==> config.mk <==
export PLATFORM = sky130hd
export DESIGN_NAME = osc_ctl_regs
export DESIGN_NICKNAME = d
export VERILOG_FILES = /design/src/rtl/osc_ctl_pkg.sv /design/src/rtl/osc_ctl_field.sv /design/src/rtl/osc_ctl_decode.sv /design/src/rtl/osc_ctl_status.sv /design/src/rtl/osc_ctl_regs.sv
export SDC_FILE = /design/constraint.sdc
export NUM_CORES = 1
export LEC_CHECK = 0
export BUFFER_PORTS_ARGS = -buffer_cell sky130_fd_sc_hd__buf_2
export CAP_MARGIN = 20
export CELL_PAD_IN_SITES_DETAIL_PLACEMENT = 0
export CELL_PAD_IN_SITES_GLOBAL_PLACEMENT = 1
export CORE_UTILIZATION = 33
export CTS_BUF_LIST = sky130_fd_sc_hd__clkbuf_4
export CTS_CLUSTER_SIZE = 40
export DETAILED_ROUTE_END_ITERATION = 8
export PLACE_DENSITY_LB_ADDON = 0.12
export SYNTH_ARGS = -nofsm -noshare
export SYNTH_HDL_FRONTEND = slang
export SYNTH_HIERARCHICAL = 1
export SYNTH_SLANG_ARGS = --single-unit
export TNS_END_PERCENT = 30
==> constraint.sdc <==
create_clock -name pclk_i -period 5.95 [get_ports pclk_i]
set_input_delay 0.595 -clock pclk_i [delete_from_list [all_inputs] [get_ports pclk_i]]
set_output_delay 0.595 -clock pclk_i [all_outputs]
set_load 0.01 [all_outputs]
==> src/rtl/osc_ctl_pkg.sv <==
package osc_ctl_pkg;
  localparam int DATA_W = 32;
  localparam int CODE_W = 12;

  localparam logic [CODE_W-1:0] EN_OFF_CODE = 12'hd1e;
  localparam logic [CODE_W-1:0] EN_ON_CODE  = 12'hfab;

  localparam logic [CODE_W-1:0] RNG_CODE0 = 12'haa0;
  localparam logic [CODE_W-1:0] RNG_CODE1 = 12'haa1;
  localparam logic [CODE_W-1:0] RNG_CODE2 = 12'haa2;
  localparam logic [CODE_W-1:0] RNG_CODE3 = 12'haa3;

  localparam logic [DATA_W-1:0] PAUSE_RUN   = 32'h77616b65;
  localparam logic [DATA_W-1:0] PAUSE_SLEEP = 32'h636f6d61;

  // word indices (byte offset >> 2)
  localparam int WIDX_CTRL  = 0;
  localparam int WIDX_STAT  = 1;
  localparam int WIDX_PAUSE = 2;

  localparam int BAD_BIT = 24;

  typedef struct packed {
    logic ctrl;
    logic stat;
    logic pause;
  } reg_sel_t;
endpackage

==> src/rtl/osc_ctl_field.sv <==
module osc_ctl_field #(
  parameter int W = 12,
  parameter int N = 2,
  parameter logic [N*W-1:0] CODES = '0,
  parameter int RST_IDX = 0,
  parameter bit BAD_FORCE = 1'b0,
  localparam int IW = (N > 1) ? $clog2(N) : 1
) (
  input  logic          clk_i,
  input  logic          rst_ni,
  input  logic          we_i,
  input  logic [W-1:0]  wdata_i,
  output logic [IW-1:0] sel_o,
  output logic [W-1:0]  code_o,
  output logic          bad_o
);
  logic [N-1:0]  hit;
  logic [IW-1:0] hit_idx;
  logic          match;
  logic [IW-1:0] sel_q;

  for (genvar i = 0; i < N; i++) begin : g_cmp
    assign hit[i] = (wdata_i == CODES[i*W +: W]);
  end

  always_comb begin
    hit_idx = '0;
    for (int i = 0; i < N; i++)
      if (hit[i]) hit_idx = IW'(i);
  end

  assign match = |hit;
  assign bad_o = we_i & ~match;

  always_ff @(posedge clk_i or negedge rst_ni) begin
    if (!rst_ni)            sel_q <= IW'(RST_IDX);
    else if (we_i) begin
      if (match)            sel_q <= hit_idx;
      else if (BAD_FORCE)   sel_q <= IW'(RST_IDX);
    end
  end

  always_comb begin
    code_o = '0;
    for (int i = 0; i < N; i++)
      if (sel_q == IW'(i)) code_o = CODES[i*W +: W];
  end

  assign sel_o = sel_q;

  if (BAD_FORCE) begin : g_force
    a_r10_reject_forces_default: assert property (@(posedge clk_i) disable iff (!rst_ni)
      (we_i && !match) |=> (sel_q == IW'(RST_IDX)));
  end else begin : g_hold
    a_r4_reject_holds: assert property (@(posedge clk_i) disable iff (!rst_ni)
      (we_i && !match) |=> $stable(sel_q));
  end
endmodule

==> src/rtl/osc_ctl_decode.sv <==
module osc_ctl_decode
  import osc_ctl_pkg::*;
#(
  parameter int ADDR_W = 12
) (
  input  logic              psel_i,
  input  logic              penable_i,
  input  logic              pwrite_i,
  input  logic [ADDR_W-1:0] paddr_i,
  output reg_sel_t          hit_o,
  output logic              wr_o,
  output logic              rd_o
);
  localparam int WW = ADDR_W - 2;

  logic          aligned;
  logic [WW-1:0] widx;

  assign aligned = (paddr_i[1:0] == 2'b00);
  assign widx    = paddr_i[ADDR_W-1:2];

  assign hit_o.ctrl  = aligned && (widx == WW'(WIDX_CTRL));
  assign hit_o.stat  = aligned && (widx == WW'(WIDX_STAT));
  assign hit_o.pause = aligned && (widx == WW'(WIDX_PAUSE));

  assign wr_o = psel_i & penable_i & pwrite_i;
  assign rd_o = psel_i & ~pwrite_i;
endmodule

==> src/rtl/osc_ctl_status.sv <==
module osc_ctl_status (
  input  logic clk_i,
  input  logic rst_ni,
  input  logic set_i,
  input  logic clr_i,
  output logic bad_o
);
  logic bad_q;

  always_ff @(posedge clk_i or negedge rst_ni) begin
    if (!rst_ni)    bad_q <= 1'b0;
    else if (set_i) bad_q <= 1'b1;
    else if (clr_i) bad_q <= 1'b0;
  end

  assign bad_o = bad_q;

  a_r7_bad_sets_flag: assert property (@(posedge clk_i) disable iff (!rst_ni)
    set_i |=> bad_q);
  a_r8_clear_drops_flag: assert property (@(posedge clk_i) disable iff (!rst_ni)
    (clr_i && !set_i) |=> !bad_q);
  a_r7_flag_sticky: assert property (@(posedge clk_i) disable iff (!rst_ni)
    (bad_q && !clr_i) |=> bad_q);
endmodule

==> src/rtl/osc_ctl_regs.sv <==
module osc_ctl_regs
  import osc_ctl_pkg::*;
#(
  parameter int ADDR_W = 12
) (
  input  logic              pclk_i,
  input  logic              rst_ni,
  input  logic              psel_i,
  input  logic              penable_i,
  input  logic              pwrite_i,
  input  logic [ADDR_W-1:0] paddr_i,
  input  logic [31:0]       pwdata_i,
  output logic [31:0]       prdata_o,
  output logic              pready_o,
  output logic              pslverr_o,
  input  logic              stable_i,
  output logic              osc_en_o,
  output logic [1:0]        osc_range_o,
  output logic              osc_dormant_o
);
  reg_sel_t hit;
  logic     wr, rd;
  logic     wr_ctrl, wr_stat, wr_pause;

  logic              en_sel, pause_sel;
  logic [1:0]        rng_sel;
  logic [CODE_W-1:0] en_code, rng_code;
  logic [DATA_W-1:0] pause_code;
  logic              en_bad, rng_bad, pause_bad;
  logic              bad_flag;
  logic [31:0]       stat_word;

  osc_ctl_decode #(.ADDR_W(ADDR_W)) u_dec (
    .psel_i   (psel_i),
    .penable_i(penable_i),
    .pwrite_i (pwrite_i),
    .paddr_i  (paddr_i),
    .hit_o    (hit),
    .wr_o     (wr),
    .rd_o     (rd)
  );

  assign wr_ctrl  = wr & hit.ctrl;
  assign wr_stat  = wr & hit.stat;
  assign wr_pause = wr & hit.pause;

  osc_ctl_field #(
    .W(CODE_W), .N(2), .CODES({EN_ON_CODE, EN_OFF_CODE}),
    .RST_IDX(0), .BAD_FORCE(1'b0)
  ) u_en (
    .clk_i(pclk_i), .rst_ni(rst_ni), .we_i(wr_ctrl),
    .wdata_i(pwdata_i[23:12]), .sel_o(en_sel), .code_o(en_code), .bad_o(en_bad)
  );

  osc_ctl_field #(
    .W(CODE_W), .N(4), .CODES({RNG_CODE3, RNG_CODE2, RNG_CODE1, RNG_CODE0}),
    .RST_IDX(0), .BAD_FORCE(1'b0)
  ) u_rng (
    .clk_i(pclk_i), .rst_ni(rst_ni), .we_i(wr_ctrl),
    .wdata_i(pwdata_i[11:0]), .sel_o(rng_sel), .code_o(rng_code), .bad_o(rng_bad)
  );

  osc_ctl_field #(
    .W(DATA_W), .N(2), .CODES({PAUSE_SLEEP, PAUSE_RUN}),
    .RST_IDX(0), .BAD_FORCE(1'b1)
  ) u_pause (
    .clk_i(pclk_i), .rst_ni(rst_ni), .we_i(wr_pause),
    .wdata_i(pwdata_i), .sel_o(pause_sel), .code_o(pause_code), .bad_o(pause_bad)
  );

  osc_ctl_status u_stat (
    .clk_i (pclk_i),
    .rst_ni(rst_ni),
    .set_i (en_bad | rng_bad | pause_bad),
    .clr_i (wr_stat & pwdata_i[BAD_BIT]),
    .bad_o (bad_flag)
  );

  assign stat_word = {stable_i, 6'b0, bad_flag, 11'b0, en_sel, 10'b0, rng_sel};

  always_comb begin
    prdata_o = '0;
    if (rd) begin
      if (hit.ctrl)       prdata_o = {8'h00, en_code, rng_code};
      else if (hit.stat)  prdata_o = stat_word;
      else if (hit.pause) prdata_o = pause_code;
    end
  end

  assign pready_o      = 1'b1;
  assign pslverr_o     = 1'b0;
  assign osc_en_o      = en_sel;
  assign osc_range_o   = rng_sel;
  assign osc_dormant_o = pause_sel;

  a_r2_enable_applies: assert property (@(posedge pclk_i) disable iff (!rst_ni)
    (wr_ctrl && pwdata_i[23:12] == EN_ON_CODE) |=> osc_en_o);
  a_r2_disable_applies: assert property (@(posedge pclk_i) disable iff (!rst_ni)
    (wr_ctrl && pwdata_i[23:12] == EN_OFF_CODE) |=> !osc_en_o);
  a_r9_sleep_applies: assert property (@(posedge pclk_i) disable iff (!rst_ni)
    (wr_pause && pwdata_i == PAUSE_SLEEP) |=> osc_dormant_o);
  a_r12_no_access_no_change: assert property (@(posedge pclk_i) disable iff (!rst_ni)
    !(psel_i && penable_i && pwrite_i) |=>
      ($stable(osc_en_o) && $stable(osc_range_o) && $stable(osc_dormant_o)));
endmodule

==> flow_summary.yaml, run 1 <==
clock_tree:
  clockRootBuffer: "clkbuf_4"
  clkSlewWorstSetupHoldPaths_ns: 0.04
  cts_sinks: 5
  htree_levels: 1
  post-cts-setup-buffers: 0
  holdBufCountCts: 0
  clk_latency_ns: 0.23
  cts.path.max_buffers: 2
  cts.repair.resized: 0
  tritoncts: "built"
  cts_buffers: 3
logic_synthesis:
  ys_seq_area_share_pct: 8.80
  yosysUniqueCellTypes: 40
  ys_seq_elements: 5
  yosysWarnings: 6
  synthCells: 179
  netlist_area_sq_mm: 0.00142
  synth.avg_cell_area_sq_um: 7.95
routing:
  drc: 0
  antenna_left: 0
  routed_wl_mm: 2.87
  drt_pass1_iterations: 4
  vias: 1228
  wire_per_inst_um: 9.98
  drt-initial-drc-count: 16
  post_drt_via_cell_ratio: 4.28
timing:
  fmax_mhz: 269
  rsz0062_at_grt: "false"
  setup_tns_ns: 0
  worst_pin_slew_ns: 0.845
  timing.final.crit_share_pct: 62.6
  max_slew_margin_pct: 43.2
  fin_crit_ns: 3.72
  setup_violations: 0
  hold_viol: 0
  maxSlewViolCount: 0
  fin_skew_ns: 0
layout:
  area_growth_pct: 12.1
  drive_gt1_share_pct: 40.1
  final_nets: 288
  mostFrequentLayoutCells: "buf_2 (82), conb_1 (42), a22o_1 (21)"
  fin_cells: 287
  utilization_pct: 39.3
  nFillCells: 422
  antenna_cells: 0
  final_common_cell: "buf_2"
worst_setup_path:
  r2r_end: "u_pause/sel_o$_DFFE_PN0P_"
  arrival_ns: 3.13
  required_ns: 5.36
  cp_max_fo: 27
  critPathLaunch: "paddr_i[9]"
  critPathTopFamily: "simple AND/OR/NAND/NOR gates"
  slowest_delay_ns: 0.84
  reg2regPathDepth: 3
  ff2ff_setup_slack_ns: 4.99
  startpoint_type: "input port"
  cp_slowest_cell: "and4bb_1"
  crit_chain: "buf_2 > or4_4 > nor3_1 > and4bb_1 > a22o_1 > buf_2"
  cp_num_buf_inv: 2
  worst-path-stages: 6
  reg2reg_from: "u_pause/sel_o$_DFFE_PN0P_"
  cpMostUsedCell: "buf_2"
  crit_end: "prdata_o[11]"
  end_kind: "primary output"
  path_class: "in -> out"
floorplanning:
  rows: 23
  die_w_um: 67.7
  core-area_sq_mm: 0.00406
  die_h_um: 67.7
  die-area_sq_mm: 0.00458
  ios: 88
  start_util_pct: 35.1
grt:
  grt_pass1_vias: 986
  grt_max_degree: 28
  track_usage_pct: 11.8
  grt_pass1_wl_mm: 4.24
  antenna_found_initial: 0
  grt_overflow: 0
place:
  hpwlAfterDp_mm: 2.44
  dpl.cell_count: 283
  io_buffers: 82
  gp_congestion: 0.748
hold_path:
  min_path_type: "in -> async"
pwr:
  power.density_mw_per_mm2: 68.6
  peakVddDrop_v: 0.0000734
  leakagePower_nw: 0.872
flow_run:
  maxCapViolations: 0
run_status:
  status: "completed"
[cell usage after synthesis]
cell       number  area (sq um)
a21boi_0        1          7.51
a21o_1          1          7.51
a21oi_1         6          30.0
a221oi_1        3          26.3
a22o_1         21           184
a31oi_1         1          6.26
a41o_1          1          10.0
and2_1          9          56.3
and3_1          2          12.5
and4b_1         3          30.0
and4b_2         1          11.3
and4bb_1        4          50.1
and4bb_2        1          12.5
buf_4          55           413
buf_6           3          33.8
clkbuf_1        5          18.8
conb_1          8          30.0
dfrtp_1         5           125
inv_1           8          30.0
mux2_1          2          22.5
nand2_1         3          11.3
nand2b_1        1          6.26
nand3_1         1          5.00
nand3b_1        7          52.6
nand4_1         2          12.5
nand4_2         1          12.5
nand4b_1        2          17.5
nand4bb_1       1          11.3
nor2_1          1          3.75
nor2b_1         3          18.8
nor3_1          3          15.0
nor3_2          1          10.0
nor4b_1         1          8.76
nor4b_2         1          15.0
nor4b_4         1          23.8
o21ai_1         3          15.0
or3_1           1          6.26
or4_1           1          7.51
or4_4           2          22.5
or4b_1          3          30.0
[cell families after synthesis]
| logic type | Yosys count | synth area share, % |
|---|---|---|
| buffers and inverters | 71 | 34.8 |
| AND/OR/NAND/NOR | 56 | 32.5 |
| AO/OA/AOI/OAI | 37 | 20.1 |
| other | 8 | 2.11 |
| flip-flops | 5 | 8.80 |
| multiplexers | 2 | 1.58 |
[how the worst min path moves through the flow]
stage | from | to | cells past startpoint
after floorplan | rst_ni | u_en/sel_o$_DFFE_PN0P_ | 0
after global placement | rst_ni | u_rng/sel_o[1]$_DFFE_PN0P_ | 1
after detailed placement | rst_ni | u_rng/sel_o[0]$_DFFE_PN0P_ | 1
after CTS | rst_ni | u_rng/sel_o[0]$_DFFE_PN0P_ | 1
after global routing | rst_ni | u_rng/sel_o[1]$_DFFE_PN0P_ | 1
final | rst_ni | u_rng/sel_o[0]$_DFFE_PN0P_ | 1
[worst reg2reg max path: stages, from the launching register on]
cell and delay, ns:
dfrtp_1 0.43, inv_1 0.16, nor2_1 0.06, a41o_1 0.20
[flip-flops by register name, summed over array words and instances, names as in the netlist]
register       count
u_en/sel_o         1
u_rng/sel_o        2
u_stat/bad_o       1
u_pause/sel_o      1
[through the flow]
step	power, W	worst slack (ns)	instance area, sq um	hold WS (ns)
3_5_place_dp	0.0000671	2.23	1570	0.418
3_3_place_gp	0.0000671	2.19	1570	0.418
6_report	0.000110	2.23	1600	0.163
5_1_grt	0.000120	2.08	1600	0.151
2_1_floorplan	0.0000657	3.10	1550	0.299
4_1_cts	0.000112	2.23	1600	0.152
[routing by layer]
layer,up-vias,GRT usage [%],routed length (um)
met5,-,0,0
met4,0,1.60,0
met3,0,3.21,226
met2,52,20.3,1270
met1,507,14.9,1370
li1,669,-,-
[area by class of cell]
class	instances	area, sq um	share of cell area, %
multi-input combinational	137	930	58.3
sequential	5	125	7.84
inverter	8	30.0	1.88
timing repair buffer	83	418	26.2
tap	50	62.6	3.92
clock buffer	4	30.0	1.88
[power breakdown]
part	internal, W	switching (W)	leakage [nW]	total [W]
clock	0.0000298	0.0000129	0.0184	0.0000428
combinational	0.0000170	0.0000155	0.789	0.0000325
sequential	0.0000342	0.0000000507	0.0647	0.0000343
No activity file was read; power rests on OpenSTA's default activity.
==> run 2: changes to the inputs <==
--- a/config.mk
+++ b/config.mk
@@ -5,11 +5,12 @@
 export SDC_FILE = /design/constraint.sdc
 export NUM_CORES = 1
 export LEC_CHECK = 0
+export ABC_AREA = 1
 export BUFFER_PORTS_ARGS = -buffer_cell sky130_fd_sc_hd__buf_2
 export CAP_MARGIN = 20
 export CELL_PAD_IN_SITES_DETAIL_PLACEMENT = 0
 export CELL_PAD_IN_SITES_GLOBAL_PLACEMENT = 1
-export CORE_UTILIZATION = 33
+export CORE_UTILIZATION = 27
 export CTS_BUF_LIST = sky130_fd_sc_hd__clkbuf_4
 export CTS_CLUSTER_SIZE = 40
 export DETAILED_ROUTE_END_ITERATION = 8
==> constraint.sdc (replaced) <==
create_clock -name pclk_i -period 3.1 [get_ports pclk_i]
set_input_delay 0.31 -clock pclk_i [delete_from_list [all_inputs] [get_ports pclk_i]]
set_output_delay 0.31 -clock pclk_i [all_outputs]
set_load 0.01 [all_outputs]
==> flow_summary.yaml, run 2 <==
logic_synthesis:
  synth_top_area_share_pct: 23.7
  synthArstFlopShare_pct: 100
  yosysMostFrequentCell: "nand2_1"
  netlist_area_sq_mm: 0.00187
  yosysTopAreaCell: "buf_4"
  synthCells: 363
  synthFlopType: "dfrtp_1"
  synth_edf_count: 0
  yosysUniqueCellTypes: 25
  yosysWarnings: 6
  synth_area_leaders: "buf_4 (24%), nand2_1 (23%), inv_1 (9.7%)"
  ys_seq_area_share_pct: 6.70
  synth.avg_cell_area_sq_um: 5.14
  ys_seq_elements: 5
  synth_common_cells: "nand2_1 (115), buf_4 (59), inv_1 (48), nor2_1 (48), nand3_1 (32)"
layout:
  utilization_pct: 32.2
  mostFrequentLayoutCells: "nand2_1 (115), buf_2 (82), inv_1 (48), nor2_1 (48), conb_1 (42)"
  antenna_cells: 0
  final_common_cell: "nand2_1"
  largest_reg_flops: 2
  drive_gt1_share_pct: 25.6
  multiInputGateArea_sq_mm: 0.00118
  nFillCells: 787
  final_nets: 473
  seq_area_sq_um: 125
  area_growth_pct: 12.0
grt:
  grt_max_degree: 22
  antenna_found_initial: 0
  grt_pass1_vias: 1730
  grt_overflow: 0
  track_usage_pct: 12.6
  grt_pass1_wl_mm: 7.39
timing:
  hold_viol: 0
  fmax_mhz: 488
  maxSlewViolCount: 0
  setup_tns_ns: 0
  fin_skew_ns: 0
  fin_crit_ns: 2.05
  rsz0062_at_grt: "false"
  timing.final.crit_share_pct: 66.2
  hold_ws_ns: 0.384
  setup_violations: 0
floorplanning:
  die-area_sq_mm: 0.00725
  die_w_um: 85.2
  start_util_pct: 28.7
  ios: 88
  core-area_sq_mm: 0.00649
  rows: 29
  die_h_um: 85.2
place:
  io_buffers: 82
  hpwlAfterDp_mm: 3.74
  gp_congestion: 0.747
worst_setup_path:
  required_ns: 2.79
  crit_chain: "buf_2 > nor2_1 > nand3_1 > nor2_1 > buf_4 > inv_1 > nor2_4 > nand3_1 > nand2_1 > buf_2"
  critPathLaunch: "paddr_i[1]"
  slowest_delay_ns: 0.37
  path_class: "in -> out"
  cp_slowest_cell: "nor2_4"
  end_kind: "primary output"
  startpoint_type: "input port"
  arrival_ns: 1.74
  cp_max_fo: 21
  reg2reg_from: "u_pause/sel_o$_DFFE_PN0P_"
  r2r_end: "u_pause/sel_o$_DFFE_PN0P_"
  reg2regPathDepth: 3
  ff2ff_setup_slack_ns: 2.14
routing:
  drt-initial-drc-count: 72
  post_drt_via_cell_ratio: 3.86
  drc: 0
  vias: 1928
  drt_pass1_iterations: 4
  routed_wl_mm: 4.46
  wire_per_inst_um: 8.93
  antenna_left: 0
hold_path:
  whs_endpoint: "u_en/sel_o$_DFFE_PN0P_"
  holdPathStages: 4
  hp-start: "pwdata_i[14]"
  min_path_type: "in -> reg"
pwr:
  leakagePower_nw: 1.34
  peakVddDrop_v: 0.0000539
  power.density_mw_per_mm2: 121
clock_tree:
  clockRootBuffer: "clkbuf_4"
  cts_buffers: 3
  tritoncts: "built"
  cts_sinks: 5
  htree_levels: 1
  clk_latency_ns: 0.25
  cts.path.max_buffers: 2
  clkSlewWorstSetupHoldPaths_ns: 0.05
flow_run:
  maxCapViolations: 0
run_status:
  status: "completed"
-- run 2: changes by cell type after synthesis, moves of 9 or more --
| cell | delta |
|---|---|
| nand2_1 | +112 |
| and2_1 | -9 |
| a22o_1 | -21 |
| nand3_1 | +31 |
| inv_1 | +40 |
| nor2_1 | +47 |
-- run 2: cell families (layout without fill, tap and decap cells) --
group / after synthesis / in the layout / share of synthesized area (%)
buffers and inverters: 120 / 145 / 36.9
other: 8 / 42 / 1.61
and+or+nand+nor: 224 / 224 / 53.1
AOI/OAI and AO/OA: 6 / 6 / 1.61
DFF: 5 / 5 / 6.70
-- run 2: worst max-delay path by stage --
stage,slack [ns],depth (start not counted),end
2_1_floorplan,1.52,8,prdata_o[12]
3_3_place_gp,1.05,12,prdata_o[2]
3_5_place_dp,1.02,10,prdata_o[2]
4_1_cts,1.02,10,prdata_o[2]
5_1_grt,0.81,12,prdata_o[2]
6_report,1.05,10,prdata_o[13]
-- run 2: report_power, final --
group,total (W),switching (W),internal (W)
Sequential,0.0000656,0.0000000960,0.0000655
Clock,0.0000887,0.0000310,0.0000577
Combinational,0.0000994,0.0000597,0.0000396
-- run 2: per-stage QoR --
stage	instance area [sq um]	setup WS, ns	instances	total power, W
floorplan	1990	1.52	397	0.000155
global placement	2050	1.05	494	0.000165
detailed placement	2050	1.02	494	0.000166
CTS	2090	1.02	499	0.000259
global route	2090	0.809	499	0.000281
finish	2090	1.05	499	0.000254
-- run 2: final cells by class --
class | count | share of cell area (%)
multi-input cells | 272 | 56.4
repair buffers | 85 | 20.8
inverters | 56 | 10.7
flip-flops and latches | 5 | 5.98
well taps | 77 | 4.61
clock buffers | 4 | 1.44
-- run 2: what timing repair did --
action                    4_1_cts  5_1_grt
gates resized for setup         0        0
hold endpoints to repair        5        0
setup buffers                   0        0
hold buffers                    1        0
-- run 2: routing by layer --
layer	global-route usage, %	up-vias	part of all wire (%)
li1	-	1106	-
met5	0	-	0
met1	14.6	784	45
met4	3.39	0	0
met2	23.8	38	51
met3	2.14	0	4.2
-- run 2: critical path, delay by kind of cell --
kind / cells / cell delay [ns]
buffers and inverters: 4 / 0.44
and+or+nand+nor: 6 / 0.99
